## config.mk

```make
export PLATFORM = sky130hd
export DESIGN_NAME = sar_rx
export DESIGN_NICKNAME = d
export VERILOG_FILES = /design/src/rtl/sar_pkg.sv /design/src/rtl/sar_sync_edge.sv /design/src/rtl/sar_slot_shift.sv /design/src/rtl/sar_frame_pair.sv /design/src/rtl/sar_rx.sv
export SDC_FILE = /design/constraint.sdc
export NUM_CORES = 1
export LEC_CHECK = 0
export ABC_AREA = 0
export CAP_MARGIN = 40
export CORE_ASPECT_RATIO = 1.4
export CORE_MARGIN = 1.5
export CORE_UTILIZATION = 42
export DETAILED_ROUTE_END_ITERATION = 10
export DONT_BUFFER_PORTS = 1
export GPL_ROUTABILITY_DRIVEN = 0
export MAX_ROUTING_LAYER = met4
export PLACE_DENSITY = 0.68
export SLEW_MARGIN = 20
export SYNTH_ARGS = -nofsm -noshare
export SYNTH_HDL_FRONTEND = slang
export SYNTH_SLANG_ARGS = --single-unit
```

## constraint.sdc

```tcl
create_clock -name clk -period 2.9 [get_ports clk]
set_clock_uncertainty 0.2 [all_clocks]
set_input_delay 0.58 -clock clk [delete_from_list [all_inputs] [get_ports clk]]
set_output_delay 0.58 -clock clk [all_outputs]
set_load 0.01 [all_outputs]
```

## src/rtl/sar_pkg.sv

```systemverilog
package sar_pkg;

  localparam int unsigned SAR_WORD_W  = 20;
  localparam int unsigned SAR_SHORT_W = 16;

  typedef enum logic [1:0] {
    FMT_RJ16  = 2'b00,
    FMT_RJ20  = 2'b01,
    FMT_LJ20  = 2'b10,
    FMT_I2S20 = 2'b11
  } sar_fmt_e;

  // Capture happens on the falling bit-clock edge only in left-justified mode.
  function automatic logic sar_on_fall(sar_fmt_e f);
    return f == FMT_LJ20;
  endfunction

  // Word-clock level to channel: inverted for the I2S-style framing.
  function automatic logic sar_is_left(logic w, sar_fmt_e f);
    return (f == FMT_I2S20) ? !w : w;
  endfunction

  function automatic logic sar_right_aligned(sar_fmt_e f);
    return (f == FMT_RJ16) || (f == FMT_RJ20);
  endfunction

  // Whether the bit at position idx of a half-frame belongs to the word.
  function automatic logic sar_takes_bit(sar_fmt_e f, int unsigned idx,
                                         int unsigned width);
    logic r;
    case (f)
      FMT_RJ16, FMT_RJ20: r = 1'b1;
      FMT_LJ20:           r = (idx < width);
      default:            r = (idx >= 1) && (idx <= width);
    endcase
    return r;
  endfunction

endpackage

```

## src/rtl/sar_sync_edge.sv

```systemverilog
module sar_sync_edge #(
  parameter int unsigned STAGES = 2
) (
  input  logic clk,
  input  logic rst_n,
  input  logic bclk_i,
  input  logic wclk_i,
  input  logic sdata_i,
  output logic bclk_rise_o,
  output logic bclk_fall_o,
  output logic wclk_s_o,
  output logic sdata_s_o
);

  localparam int unsigned LAST = STAGES - 1;

  // {bclk, wclk, sdata} travel through the same chain so they stay aligned.
  logic [2:0] sh_q [STAGES];
  logic       bclk_prev_q;

  always_ff @(posedge clk) begin
    if (!rst_n) begin
      for (int k = 0; k < int'(STAGES); k++) sh_q[k] <= 3'b000;
      bclk_prev_q <= 1'b0;
    end else begin
      sh_q[0] <= {bclk_i, wclk_i, sdata_i};
      for (int k = 1; k < int'(STAGES); k++) sh_q[k] <= sh_q[k-1];
      bclk_prev_q <= sh_q[LAST][2];
    end
  end

  assign bclk_rise_o = sh_q[LAST][2] & ~bclk_prev_q;
  assign bclk_fall_o = ~sh_q[LAST][2] & bclk_prev_q;
  assign wclk_s_o    = sh_q[LAST][1];
  assign sdata_s_o   = sh_q[LAST][0];

  AST_EDGE_EXCLUSIVE: assert property (@(posedge clk) disable iff (!rst_n) !(bclk_rise_o && bclk_fall_o)) else $error("rise and fall together");
  AST_RISE_THEN_NO_RISE: assert property (@(posedge clk) disable iff (!rst_n) bclk_rise_o |=> !bclk_rise_o) else $error("double rise");

endmodule

```

## src/rtl/sar_slot_shift.sv

```systemverilog
module sar_slot_shift
  import sar_pkg::*;
#(
  parameter int unsigned WORD_W  = SAR_WORD_W,
  parameter int unsigned SHORT_W = SAR_SHORT_W
) (
  input  logic              clk,
  input  logic              rst_n,
  input  logic              restart_i,
  input  logic              sample_en_i,
  input  logic              wclk_bit_i,
  input  logic              data_bit_i,
  input  sar_fmt_e          fmt_i,
  output logic              commit_o,
  output logic              commit_left_o,
  output logic [WORD_W-1:0] commit_word_o
);

  localparam int unsigned CNT_W   = $clog2(WORD_W + 2) + 1;
  localparam int unsigned EXT_W   = WORD_W - SHORT_W;
  localparam logic [CNT_W-1:0] CNT_MAX = {CNT_W{1'b1}};

  logic              seen_q, synced_q, w_prev_q;
  logic [CNT_W-1:0]  cnt_q;
  logic [WORD_W-1:0] acc_q;
  logic              boundary_w;
  logic              take_w;
  logic              take_first_w;

  // Right-justified short words are widened by copying their sign bit.
  function automatic logic [WORD_W-1:0] form_word(logic [WORD_W-1:0] a,
                                                  sar_fmt_e f);
    logic [WORD_W-1:0] r;
    if (f == FMT_RJ16) r = {{EXT_W{a[SHORT_W-1]}}, a[SHORT_W-1:0]};
    else               r = a;
    return r;
  endfunction

  assign boundary_w   = sample_en_i && seen_q && (wclk_bit_i != w_prev_q);
  assign take_w       = sar_takes_bit(fmt_i, {{(32-CNT_W){1'b0}}, cnt_q}, WORD_W);
  assign take_first_w = sar_takes_bit(fmt_i, 0, WORD_W);

  always_ff @(posedge clk) begin
    if (!rst_n) begin
      seen_q        <= 1'b0;
      synced_q      <= 1'b0;
      w_prev_q      <= 1'b0;
      cnt_q         <= '0;
      acc_q         <= '0;
      commit_o      <= 1'b0;
      commit_left_o <= 1'b0;
      commit_word_o <= '0;
    end else begin
      commit_o <= 1'b0;
      if (restart_i) begin
        seen_q   <= 1'b0;
        synced_q <= 1'b0;
        cnt_q    <= '0;
        acc_q    <= '0;
      end else if (sample_en_i) begin
        w_prev_q <= wclk_bit_i;
        seen_q   <= 1'b1;
        if (boundary_w) begin
          if (synced_q) begin
            commit_o      <= 1'b1;
            commit_left_o <= sar_is_left(w_prev_q, fmt_i);
            commit_word_o <= form_word(acc_q, fmt_i);
          end
          synced_q <= 1'b1;
          cnt_q    <= {{(CNT_W-1){1'b0}}, 1'b1};
          acc_q    <= take_first_w ? {{(WORD_W-1){1'b0}}, data_bit_i} : '0;
        end else begin
          if (take_w) acc_q <= {acc_q[WORD_W-2:0], data_bit_i};
          if (cnt_q != CNT_MAX) cnt_q <= cnt_q + 1'b1;
        end
      end
    end
  end

  AST_COMMIT_AT_BOUNDARY: assert property (@(posedge clk) disable iff (!rst_n) commit_o |-> $past(boundary_w)) else $error("commit without boundary");
  AST_RESTART_BLOCKS_COMMIT: assert property (@(posedge clk) disable iff (!rst_n) restart_i |=> !commit_o) else $error("commit after restart");
  AST_FIRST_HALF_DROPPED: assert property (@(posedge clk) disable iff (!rst_n) (boundary_w && !synced_q) |=> !commit_o) else $error("partial half committed");

endmodule

```

## src/rtl/sar_frame_pair.sv

```systemverilog
module sar_frame_pair #(
  parameter int unsigned WORD_W = 20
) (
  input  logic              clk,
  input  logic              rst_n,
  input  logic              restart_i,
  input  logic              commit_i,
  input  logic              commit_left_i,
  input  logic [WORD_W-1:0] commit_word_i,
  output logic [WORD_W-1:0] left_o,
  output logic [WORD_W-1:0] right_o,
  output logic              valid_o
);

  logic [WORD_W-1:0] left_hold_q;
  logic              have_left_q;
  logic              pair_done_w;

  assign pair_done_w = commit_i && !commit_left_i && have_left_q && !restart_i;

  always_ff @(posedge clk) begin
    if (!rst_n) begin
      left_hold_q <= '0;
      have_left_q <= 1'b0;
      left_o      <= '0;
      right_o     <= '0;
      valid_o     <= 1'b0;
    end else begin
      valid_o <= 1'b0;
      if (restart_i) begin
        have_left_q <= 1'b0;
      end else if (commit_i && commit_left_i) begin
        left_hold_q <= commit_word_i;
        have_left_q <= 1'b1;
      end else if (pair_done_w) begin
        left_o      <= left_hold_q;
        right_o     <= commit_word_i;
        valid_o     <= 1'b1;
        have_left_q <= 1'b0;
      end
    end
  end

  AST_VALID_ONE_CYCLE: assert property (@(posedge clk) disable iff (!rst_n) valid_o |=> !valid_o) else $error("strobe longer than one cycle");
  AST_OUT_HOLD: assert property (@(posedge clk) disable iff (!rst_n) !valid_o |-> ($stable(left_o) && $stable(right_o))) else $error("outputs moved without strobe");
  AST_PAIR_NEEDS_LEFT: assert property (@(posedge clk) disable iff (!rst_n) valid_o |-> $past(have_left_q)) else $error("pair without left word");
  AST_RESTART_NO_VALID: assert property (@(posedge clk) disable iff (!rst_n) restart_i |=> !valid_o) else $error("strobe after restart");

endmodule

```

## src/rtl/sar_rx.sv

```systemverilog
module sar_rx
  import sar_pkg::*;
#(
  parameter int unsigned WORD_W      = SAR_WORD_W,
  parameter int unsigned SHORT_W     = SAR_SHORT_W,
  parameter int unsigned SYNC_STAGES = 2
) (
  input  logic              clk,
  input  logic              rst_n,
  input  logic              bclk_i,
  input  logic              wclk_i,
  input  logic              sdata_i,
  input  logic [1:0]        fmt_i,
  output logic [WORD_W-1:0] left_o,
  output logic [WORD_W-1:0] right_o,
  output logic              valid_o
);

  localparam int unsigned EXT_W = WORD_W - SHORT_W;

  sar_fmt_e          fmt_q;
  logic              restart_w;
  logic              rise_w, fall_w, wclk_s_w, sdata_s_w;
  logic              sample_en_w;
  logic              commit_w, commit_left_w;
  logic [WORD_W-1:0] commit_word_w;

  always_ff @(posedge clk) begin
    if (!rst_n) fmt_q <= FMT_RJ16;
    else        fmt_q <= sar_fmt_e'(fmt_i);
  end

  assign restart_w   = (sar_fmt_e'(fmt_i) != fmt_q);
  assign sample_en_w = sar_on_fall(fmt_q) ? fall_w : rise_w;

  sar_sync_edge #(.STAGES(SYNC_STAGES)) u_sync (
    .clk         (clk),
    .rst_n       (rst_n),
    .bclk_i      (bclk_i),
    .wclk_i      (wclk_i),
    .sdata_i     (sdata_i),
    .bclk_rise_o (rise_w),
    .bclk_fall_o (fall_w),
    .wclk_s_o    (wclk_s_w),
    .sdata_s_o   (sdata_s_w)
  );

  sar_slot_shift #(.WORD_W(WORD_W), .SHORT_W(SHORT_W)) u_shift (
    .clk           (clk),
    .rst_n         (rst_n),
    .restart_i     (restart_w),
    .sample_en_i   (sample_en_w),
    .wclk_bit_i    (wclk_s_w),
    .data_bit_i    (sdata_s_w),
    .fmt_i         (fmt_q),
    .commit_o      (commit_w),
    .commit_left_o (commit_left_w),
    .commit_word_o (commit_word_w)
  );

  sar_frame_pair #(.WORD_W(WORD_W)) u_pair (
    .clk           (clk),
    .rst_n         (rst_n),
    .restart_i     (restart_w),
    .commit_i      (commit_w),
    .commit_left_i (commit_left_w),
    .commit_word_i (commit_word_w),
    .left_o        (left_o),
    .right_o       (right_o),
    .valid_o       (valid_o)
  );

  AST_RJ16_SIGN_LEFT: assert property (@(posedge clk) disable iff (!rst_n) (valid_o && $past(fmt_q) == FMT_RJ16) |-> (left_o[WORD_W-1:SHORT_W] == {EXT_W{left_o[SHORT_W-1]}})) else $error("left not sign extended");
  AST_RJ16_SIGN_RIGHT: assert property (@(posedge clk) disable iff (!rst_n) (valid_o && $past(fmt_q) == FMT_RJ16) |-> (right_o[WORD_W-1:SHORT_W] == {EXT_W{right_o[SHORT_W-1]}})) else $error("right not sign extended");
  AST_EDGE_FOR_FORMAT: assert property (@(posedge clk) disable iff (!rst_n) (sample_en_w && fmt_q == FMT_LJ20) |-> fall_w) else $error("wrong capture edge");

endmodule

```

* Word-level counts from Yosys, hierarchy flattened
Memory sizes are Yosys's and may differ from the RTL's.
Cells that the tools add are included.
** Operators by class
- Equality and inequality tests :: 6
- Bitwise operators :: 11
- Reduce and logical (&&, ||, !) cells :: 26
- Magnitude comparators :: 3
- Multiplexer cells :: 18
- $add $sub $neg :: 1
** Operator list (number)
- 20-bit 2-to-1 mux :: 3
- 6-bit 2-to-1 mux :: 2
- 1-bit 2-to-1 mux :: 10
- 2-bit AND reduction :: 5
- 1-bit logical AND :: 7
- 1-bit inverter :: 7
- 6-bit by 1-bit adder with 6-bit output, second input constant :: 1
- 6-bit by 1-bit >= comparator with 1-bit output, second input constant :: 1
- 6-bit by 5-bit less-or-equal comparator with 1-bit output, second input constant :: 1
- 6-bit by 5-bit less-than comparator with 1-bit output, second input constant :: 1
- 3-bit 2-to-1 mux :: 2
- 6-bit != test, second input constant :: 1
- 2-bit nonzero test :: 3
- 3-bit OR reduction :: 2
- 2-bit == test, second input constant :: 2
- 4-bit AND reduction :: 1
- 2-bit OR reduction :: 2
- 4-bit OR reduction :: 1
- 1-bit logical NOT :: 3
- 3-bit AND reduction :: 1
- 1-bit AND :: 2
- 2-bit by 1-bit == test with 1-bit output, second input constant :: 1
- 2-bit logical NOT :: 1
- 2-bit != test :: 1
- 3 further kinds :: 4
** Word-level totals
- Input bits :: 7
- RAM bits :: 6
- Output and inout port bits :: 41
- Memories :: 1
- Register bits :: 116
** Memories
- u_sync.sh_q :: words 2, width 3, rd ports 2, clocked after memory_dff 0, write ports 2, line sar_sync_edge.sv:18 : logic [2:0] sh_q [STAGES];

* Logic depth before layout (Yosys ltp)
Gate-level depths: netlist (run 1).
An unclocked memory read counts as a cell.
- Depth in word-level cells :: 8
- Depth in mapped cells :: 9
- Depth with buffers taken out :: 7

* Modules after synthesis
From an unflattened synthesis (run 1), not the netlist that was laid out.
** Unflattened totals
- Cell total of the unflattened synthesis :: 483
- Area total of the unflattened synthesis :: 4785.8 µm²
** Modules (own cells, without submodules)
- sar_frame_pair :: area an instance 2323.5 µm², cells each 223, instances 1
- sar_slot_shift :: area an instance 2163.3 µm², cells each 235, instances 1
- sar_sync_edge :: area an instance 196.4 µm², cells each 16, instances 1
- sar_rx :: area an instance 102.6 µm², cells each 9, instances 1

* Least setup slack after synthesis (run 1)
Ideal clock, no wire load.
- Kind :: reg2reg
- From :: reg u_shift.cnt_q[1]
- To :: reg u_shift.acc_q[10]
- Setup slack :: 0.723 ns
- Library setup time :: 0.128 ns
- Path buffers :: 2
- Stages on the path, launching flop included :: 10
- Arrival time :: 1.849 ns
- Clock period less this slack :: 2.177 ns
- Cell sequence :: dfxtp_1 inv_1 ha_1 or2b_1 or4_4 nand4_2 buf_6 buf_12 mux2i_1 nor2_1
** On the way
- Longest elaborated chain between the ends :: 5
** RTL lines
- start: declaration :: line sar_slot_shift.sv:24 : logic [CNT_W-1:0] cnt_q;
- start signal: assignment :: line sar_slot_shift.sv:70 : cnt_q <= {{(CNT_W-1){1'b0}}, 1'b1};
- start signal: assignment :: line sar_slot_shift.sv:74 : if (cnt_q != CNT_MAX) cnt_q <= cnt_q + 1'b1;
- 6-bit by 1-bit >= comparator with 1-bit output / 6-bit by 5-bit less-or-equal comparator with 1-bit output (equally long branches) :: line sar_pkg.sv:34 : default: r = (idx >= 1) && (idx <= width);
- 1-bit logical AND :: line sar_pkg.sv:34
- 1-bit one-hot mux with 2 select lines (*) :: line sar_pkg.sv:31 : case (f)
- 2-bit nonzero test (no line) (*)
- 2-bit AND reduction (no line) (*)
- end signal: assignment :: line sar_slot_shift.sv:71 : acc_q <= take_first_w ? {{(WORD_W-1){1'b0}}, data_bit_i} : '0;
- end signal: assignment :: line sar_slot_shift.sv:73 : if (take_w) acc_q <= {acc_q[WORD_W-2:0], data_bit_i};
- end: declaration :: line sar_slot_shift.sv:25 : logic [WORD_W-1:0] acc_q;
Every way passes the cells marked *; elsewhere a longest branch is shown, timed or not.
A chain may end at the register's enable or synchronous reset.

* Final worst setup path (run 1)
- From :: reg u_shift.cnt_q[1]
- To :: reg u_shift.acc_q[14]
The elaborated chain is that of the path after synthesis.

==> results of run 1 <==
-- final cells by class --
class | count | area [um^2] | share of cell area, %
inverter | 7 | 26.3 | 0.484
clock buffer | 19 | 443 | 8.16
clock inverter | 13 | 168 | 3.09
tap | 141 | 176 | 3.25
sequential | 122 | 2440 | 45.0
multi-input combinational | 374 | 2100 | 38.7
timing repair buffer | 8 | 72.6 | 1.34
-- cells in the mapped netlist, types with 2 or more instances --
master | instances | share of area [%]
mux2i_1 | 22 | 4.6
and2_1 | 14 | 1.8
nor2b_1 | 5 | 0.66
o211ai_1 | 3 | 0.47
a211oi_1 | 2 | 0.32
inv_1 | 7 | 0.55
clkbuf_1 | 29 | 2.3
ha_1 | 4 | 1.1
nand2_1 | 145 | 11
nor3_1 | 4 | 0.42
o21ai_1 | 17 | 1.8
buf_6 | 4 | 0.95
nand3_1 | 26 | 2.7
a21boi_1 | 60 | 9.5
xor2_1 | 2 | 0.37
buf_2 | 3 | 0.32
xnor2_1 | 4 | 0.74
o21ai_0 | 7 | 0.74
a21oi_1 | 2 | 0.21
nand2b_1 | 2 | 0.26
dfxtp_1 | 122 | 51
nor2_1 | 30 | 2.4
o211a_1 | 4 | 0.84
nand4_1 | 4 | 0.53
-- power by group through the flow --
stage	sequential, W	combinational [W]	clock [W]
2_1_floorplan	0.00172	0.0000757	0
3_3_place_gp	0.00173	0.0000577	0
3_5_place_dp	0.00173	0.0000596	0
4_1_cts	0.00169	0.0000596	0.00218
5_1_grt	0.00169	0.0000646	0.00227
6_report	0.00169	0.0000592	0.00215
-- routing by layer --
layer / part of all wire, % / track usage, %
met1: 45 / 18.2
met2: 49 / 26.8
met3: 4.6 / 5.50
met4: 1.6 / 8.91
met5: 0 / -
-- state kept, by name, summed over array words and instances (netlist names), 2 cells and up --
signal	flops
u_pair.left_hold_q	20
u_pair.left_o	20
u_pair.right_o	20
u_shift.acc_q	20
u_shift.commit_word_o	20
u_shift.cnt_q	6
u_sync.sh_q	6
fmt_q	2
-- per-stage QoR --
stage	total power, W	area (um^2)	instances	hold WS [ns]
after global placement	0.00178	4820	652	0.215
after CTS	0.00393	5430	684	0.0774
after global routing	0.00402	5430	684	0.0731
final	0.00390	5430	684	0.0828
after floorplan	0.00180	4760	541	0.212
after detailed placement	0.00179	4820	652	0.219
-- cell usage in the layout, fill, tap and decap left out, types with 14 or more instances in the layout --
cell type / n
dfxtp_1: 122
nor2_1: 30
nand2_1: 145
mux2i_1: 22
o21ai_1: 17
and2_1: 14
nand3_1: 26
clkbuf_16: 17
a21boi_1: 60
-- worst reg2reg max path, cell delays in order (launching register included) --
cell,delay (ns)
dfxtp_1,0.40
inv_1,0.10
ha_1,0.18
or2b_1,0.23
or4_4,0.42
nand4_2,0.09
buf_4,0.30
mux2i_1,0.25
nor2_1,0.07
-- cells by family after synthesis --
logic type | Yosys count
XOR/XNOR | 6
flip-flops | 122
multiplexers | 23
AO/OA/AOI/OAI | 102
adder cells (fa/ha/maj) | 4
buffers and inverters | 45
AND/OR/NAND/NOR | 239
-- path summary, 6_finish.rpt --
path,endpoint,from,slack (ns),cells past startpoint
max,u_shift.acc_q[14],u_shift.cnt_q[1],0.55,8
min,u_sync.sh_q[0][0],rst_n,0.08,1
max reg2reg,u_shift.acc_q[14],u_shift.cnt_q[1],0.55,8
min reg2reg,u_sync.sh_q[0][5],u_sync.sh_q[0][2],0.23,1
==> key figures, run 1 <==
Global route
  • Initial antenna violation count: 0
  • Tot GR Track Use: 16.7%
  • Vias in the first global route: 3,336
  • Largest net degree at the start of global routing: 112
  • GR Overflow Total: 0
  • First-pass GRT wire length: around 15 mm

Timing
  • RSZ-0062 raised after global routing: no
  • Final min period: ~2.4 ns
  • Worst setup margin: approximately 0.55 ns
  • Final setup vio count: 0
  • Fin. Hold Viols: 0
  • Least-Margin Pin Slew: around 0.47 ns
  • Fmax: 0.425 GHz
  • Final Max Slew Viols: 0
  • Setup TNS: 0 ns
  • Tcrit/Tclk final: 81.1%
  • Slew headroom: 68.1%

Yosys
  • Distinct cell type count after synthesis: 43
  • Post-synth EDFFs: 0
  • Syn Inst Count: 541
  • Seq/Total Area, Yosys: around half
  • Post-synthesis adder-cell area fraction: under 10%
  • Synthesized area: ~0.0048 mm^2
  • Post-synthesis mux area share: 4.94%
  • Largest family of logic cells by synthesized area: simple AND/OR/NAND/NOR gates
  • Share of synthesized registers carrying an async set or reset: 0%
  • Post-Synth XOR/XNOR Area: 1.10%
  • YS warnings: 0
  • Yosys reg bits: 122
  • Synth Area in Compound Gates: 15.0%
  • Syn avg cell area: 8.80 um^2
  • Top FF cell, synth: dfxtp_1
  • Simple-Gate Fraction of Synth Area: a little over a fifth
  • Syn nets: 552

Place
  • Port Buffers: 0
  • DP Wirelength: 5.81 mm
  • Worst slack, placed: roughly 0.55 ns

Clock tree
  • H-tree Lvls: 4
  • Post-CTS Hold Fix Bufs: 0
  • Post-CTS sizing: 0
  • Cts bufs inserted: 17
  • Worst-path clk slew: approximately 0.06 ns
  • CTS tree: built
  • CTS Root Cell: clkbuf_16
  • Worst-Skew Late Latency: 0.42 ns
  • Setup Buffers After CTS: 0
  • Clock Sinks: approximately 120
  • Worst-case clock buffer depth: 2

Route
  • Antenna Nets Post-Route: 0
  • Vias: 3,437
  • Routed len/inst: 13.1 um
  • DRC: 0
  • Final wirelength: roughly 9 mm
  • Via density: between 5 and 6
  • 1st-pass router iterations: 7
  • DRT iter0 DRCs: 243

Floorplan
  • Row count: between 40 and 50
  • Chip width: 93.0 um
  • Starting density of the core: 43.6%
  • Core ar.: 0.0109 mm^2
  • Die footprint: 0.0120 mm^2
  • # IOs: between 40 and 50
  • Die H: 129 um

Cells and area
  • # diodes: 0
  • Share of layout cells above drive strength 1: 8.47%
  • Final net count: 541
  • Synthesis-to-finish area growth: 14.0%
  • Post-layout util: 49.7%
  • Fill cells: 1,029

Setup path
  • CP max stage cell: or4_4
  • Critical path's top delay family: simple AND/OR/NAND/NOR gates
  • Worst path required time: 3.00 ns
  • Max incr delay on CP: 0.42 ns
  • Kind of critical path: flip-flop to flip-flop
  • Critical Path Fanout Max: 19
  • WP data arrival: 2.46 ns
  • Critical path endpoint category: flip-flop
  • Crit start category: flip-flop
  • Buf/Inv on CP: 2
  • Crit path cell chain: inv_1 > ha_1 > or2b_1 > or4_4 > nand4_2 > buf_4 > mux2i_1 > nor2_1

Power
  • Flop pwr share: 43.4%
  • Int Pwr: 0.00309 W
  • Worst VDD drop: 0.427 mV
  • Leak: 2.02 nW
  • Sw frac: 20.6%
  • Psw: 0.000803 W
  • Clock power frac: 55.1%
  • Comb pwr share: 1.5%
  • Pwr dens: 718 mW/mm^2

Status
  • Status: finished, final reports clean

Worst hold path
  • Hold WC Path Type: primary input to flip-flop

Job
  • Max_cap viols: 0
(Power assumes the default switching activity.)
==> run 2: changes to the inputs <==
==> constraint.sdc (replaced) <==
create_clock -name clk -period 2.4 [get_ports clk]
set_clock_uncertainty 0.2 [all_clocks]
set_input_delay 0.48 -clock clk [delete_from_list [all_inputs] [get_ports clk]]
set_output_delay 0.48 -clock clk [all_outputs]
set_load 0.01 [all_outputs]
==> key figures, run 2 (same netlist as run 1, synthesis figures left out) <==
Status
  • Status: finished, final reports clean

Cells and area
  • Register cell area after layout: 0.00244 mm^2 (unchanged)
  • Final Cell Area: 0.00552 mm^2 (+1.7%)
  • Synthesis-to-finish area growth: 15.9%
  • # diodes: 0 (unchanged)
  • Final net count: 550 (+1.7%)
  • Footprint of the multi-input gates: 0.00210 mm^2 (+0.12%)
  • Final cell count without fillers: 693 (+1.3%)
  • Fill cells: 1,026 (-0.29%)
  • Commonest non-fill, non-tap cell in the layout: nand2_1
  • Commonest non-fill, non-tap cells in the layout: nand2_1, dfxtp_1, a21boi_1
  • Share of layout cells above drive strength 1: 8.33% (-0.14 points)

Clock tree
  • Worst-path clk slew: 0.05 ns (about the same)
  • Cts bufs inserted: 17 (unchanged)
  • Setup Buffers After CTS: 0 (unchanged)
  • CTS Root Cell: clkbuf_16
  • CTS tree: built
  • H-tree Lvls: 4 (unchanged)
  • Worst-case clock buffer depth: 2 (unchanged)
  • Clock Sinks: 122 (unchanged)
  • Worst-Skew Late Latency: 0.40 ns (-0.02 ns)

Global route
  • First-pass GRT wire length: 15.2 mm (-1.3%)
  • Tot GR Track Use: 16.2% (-0.53 points)
  • Initial antenna violation count: 0 (unchanged)
  • GR Overflow Total: 0 (unchanged)
  • Vias in the first global route: 3,504 (+5.0%)
  • Largest net degree at the start of global routing: 110 (-1.8%)

Timing
  • RSZ-0062 raised after global routing: no
  • Final setup vio count: 0 (unchanged)
  • Final min period: 2.20 ns (-0.146 ns)
  • Fin. Hold Viols: 0 (unchanged)
  • Tcrit/Tclk final: 91.9% (+11 points)
  • Final Max Slew Viols: 0 (unchanged)
  • Worst setup margin: 0.195 ns (-0.354 ns)
  • Slew headroom: 71.6% (+3.5 points)
  • Least-Margin Pin Slew: 0.426 ns (-0.0464 ns)
  • Fmax: 0.454 GHz (+6.6%)
  • Setup TNS: 0 ns (unchanged)

Route
  • Final wirelength: 8.64 mm (-3.3%)
  • Vias: 3,426 (-0.32%)
  • Routed len/inst: 12.5 um (-4.5%)
  • 1st-pass router iterations: 4 (-3)
  • DRT iter0 DRCs: 173 (-29%)
  • Via density: 4.94 (-1.6%)
  • Antenna Nets Post-Route: 0 (unchanged)
  • DRC: 0 (unchanged)

Setup path
  • Max incr delay on CP: 0.41 ns (about the same)
  • CP max stage cell: or4_4
  • Crit path launch: u_shift.cnt_q[1]
  • WP data arrival: 2.29 ns (-0.17 ns)
  • Critical path endpoint category: flip-flop
  • Worst r2r src: u_shift.cnt_q[1]
  • Crit start category: flip-flop
  • Crit path cell chain: inv_1 > ha_1 > or2b_1 > or4_4 > nand4_2 > buf_12 > mux2i_1 > nor2_1
  • Kind of critical path: flip-flop to flip-flop
  • Critical Path Fanout Max: 19 (unchanged)
  • Worst path required time: 2.48 ns (-0.52 ns)

Floorplan
  • Die footprint: 0.0120 mm^2 (unchanged)
  • # IOs: 48 (unchanged)
  • Chip width: 93.0 um (unchanged)
  • Starting density of the core: 43.6% (unchanged)
  • Row count: 45 (unchanged)
  • Core ar.: 0.0109 mm^2 (unchanged)
  • Die H: 129 um (unchanged)

Worst hold path
  • Hold WC Path Type: primary input to flip-flop
  • Hold Startpoint: rst_n

Place
  • Worst slack, placed: 0.170 ns (-0.379 ns)
  • Port Buffers: 0 (unchanged)
  • DP Wirelength: 5.69 mm (-2.1%)
  • Post-DP Area: 0.00485 mm^2 (+0.68%)
  • Dpl cells: 653 (+0.15%)

Job
  • Max_cap viols: 0 (unchanged)

Power
  • Worst VDD drop: 0.482 mV (+13%)
  • Leak: 2.06 nW (+2.2%)
  • Pwr dens: 839 mW/mm^2 (+17%)
## run 2: cell type report
| type | instances | share of cell area [%] |
|---|---|---|
| Clock buffer | 20 | 7.92 |
| Clock inverter | 12 | 2.70 |
| Inverter | 7 | 0.476 |
| Multi-Input combinational cell | 374 | 38.1 |
| Sequential cell | 122 | 44.3 |
| Tap cell | 141 | 3.20 |
| Timing Repair Buffer | 17 | 3.36 |
## run 2: critical path: cells and delay by family, from the launching register on
kind / cells / cell delay (ns)
DFF: 1 / 0.39
buffers and inverters: 2 / 0.29
muxes: 1 / 0.22
adders and majority gates: 1 / 0.18
and+or+nand+nor: 4 / 0.81
## run 2: path summary, 6_finish.rpt
kind	endpoint	slack [ns]	cells after the start
hold reg to reg	u_sync.sh_q[0][5]	0.23	1
setup reg to reg	u_shift.acc_q[16]	0.20	8
hold / removal	u_sync.sh_q[0][2]	0.02	1
setup / recovery	u_shift.acc_q[16]	0.20	8
## run 2: report_power, final
part	leakage, nW	switching, W	internal [W]	total (W)
Sequential	0.984	0.00000720	0.00203	0.00204
Clock	0.288	0.000871	0.00163	0.00250
Combinational	0.791	0.0000374	0.0000492	0.0000865
Total	2.06	0.000916	0.00371	0.00463
## run 2: metrics by stage
stage,util [%],hold slack [ns],power (W)
2_1_floorplan,-,0.212,0.00217
3_3_place_gp,44.4,0.214,0.00216
3_5_place_dp,44.4,0.220,0.00216
4_1_cts,50.4,0.00280,0.00467
5_1_grt,50.5,0.00510,0.00478
6_report,50.5,0.0216,0.00463
## run 2: what timing repair did
item	in CTS	in global routing
hold buffers	7	1
endpoints found under the hold margin	6	1
gates resized for setup	0	1
endpoints found under the setup margin	0	11
## run 2: layer usage
metal,wire length (um),global-route usage (%)
met1,3860,16.9
met2,4320,27.8
met3,339,5.56
met4,125,6.42
met5,0,-
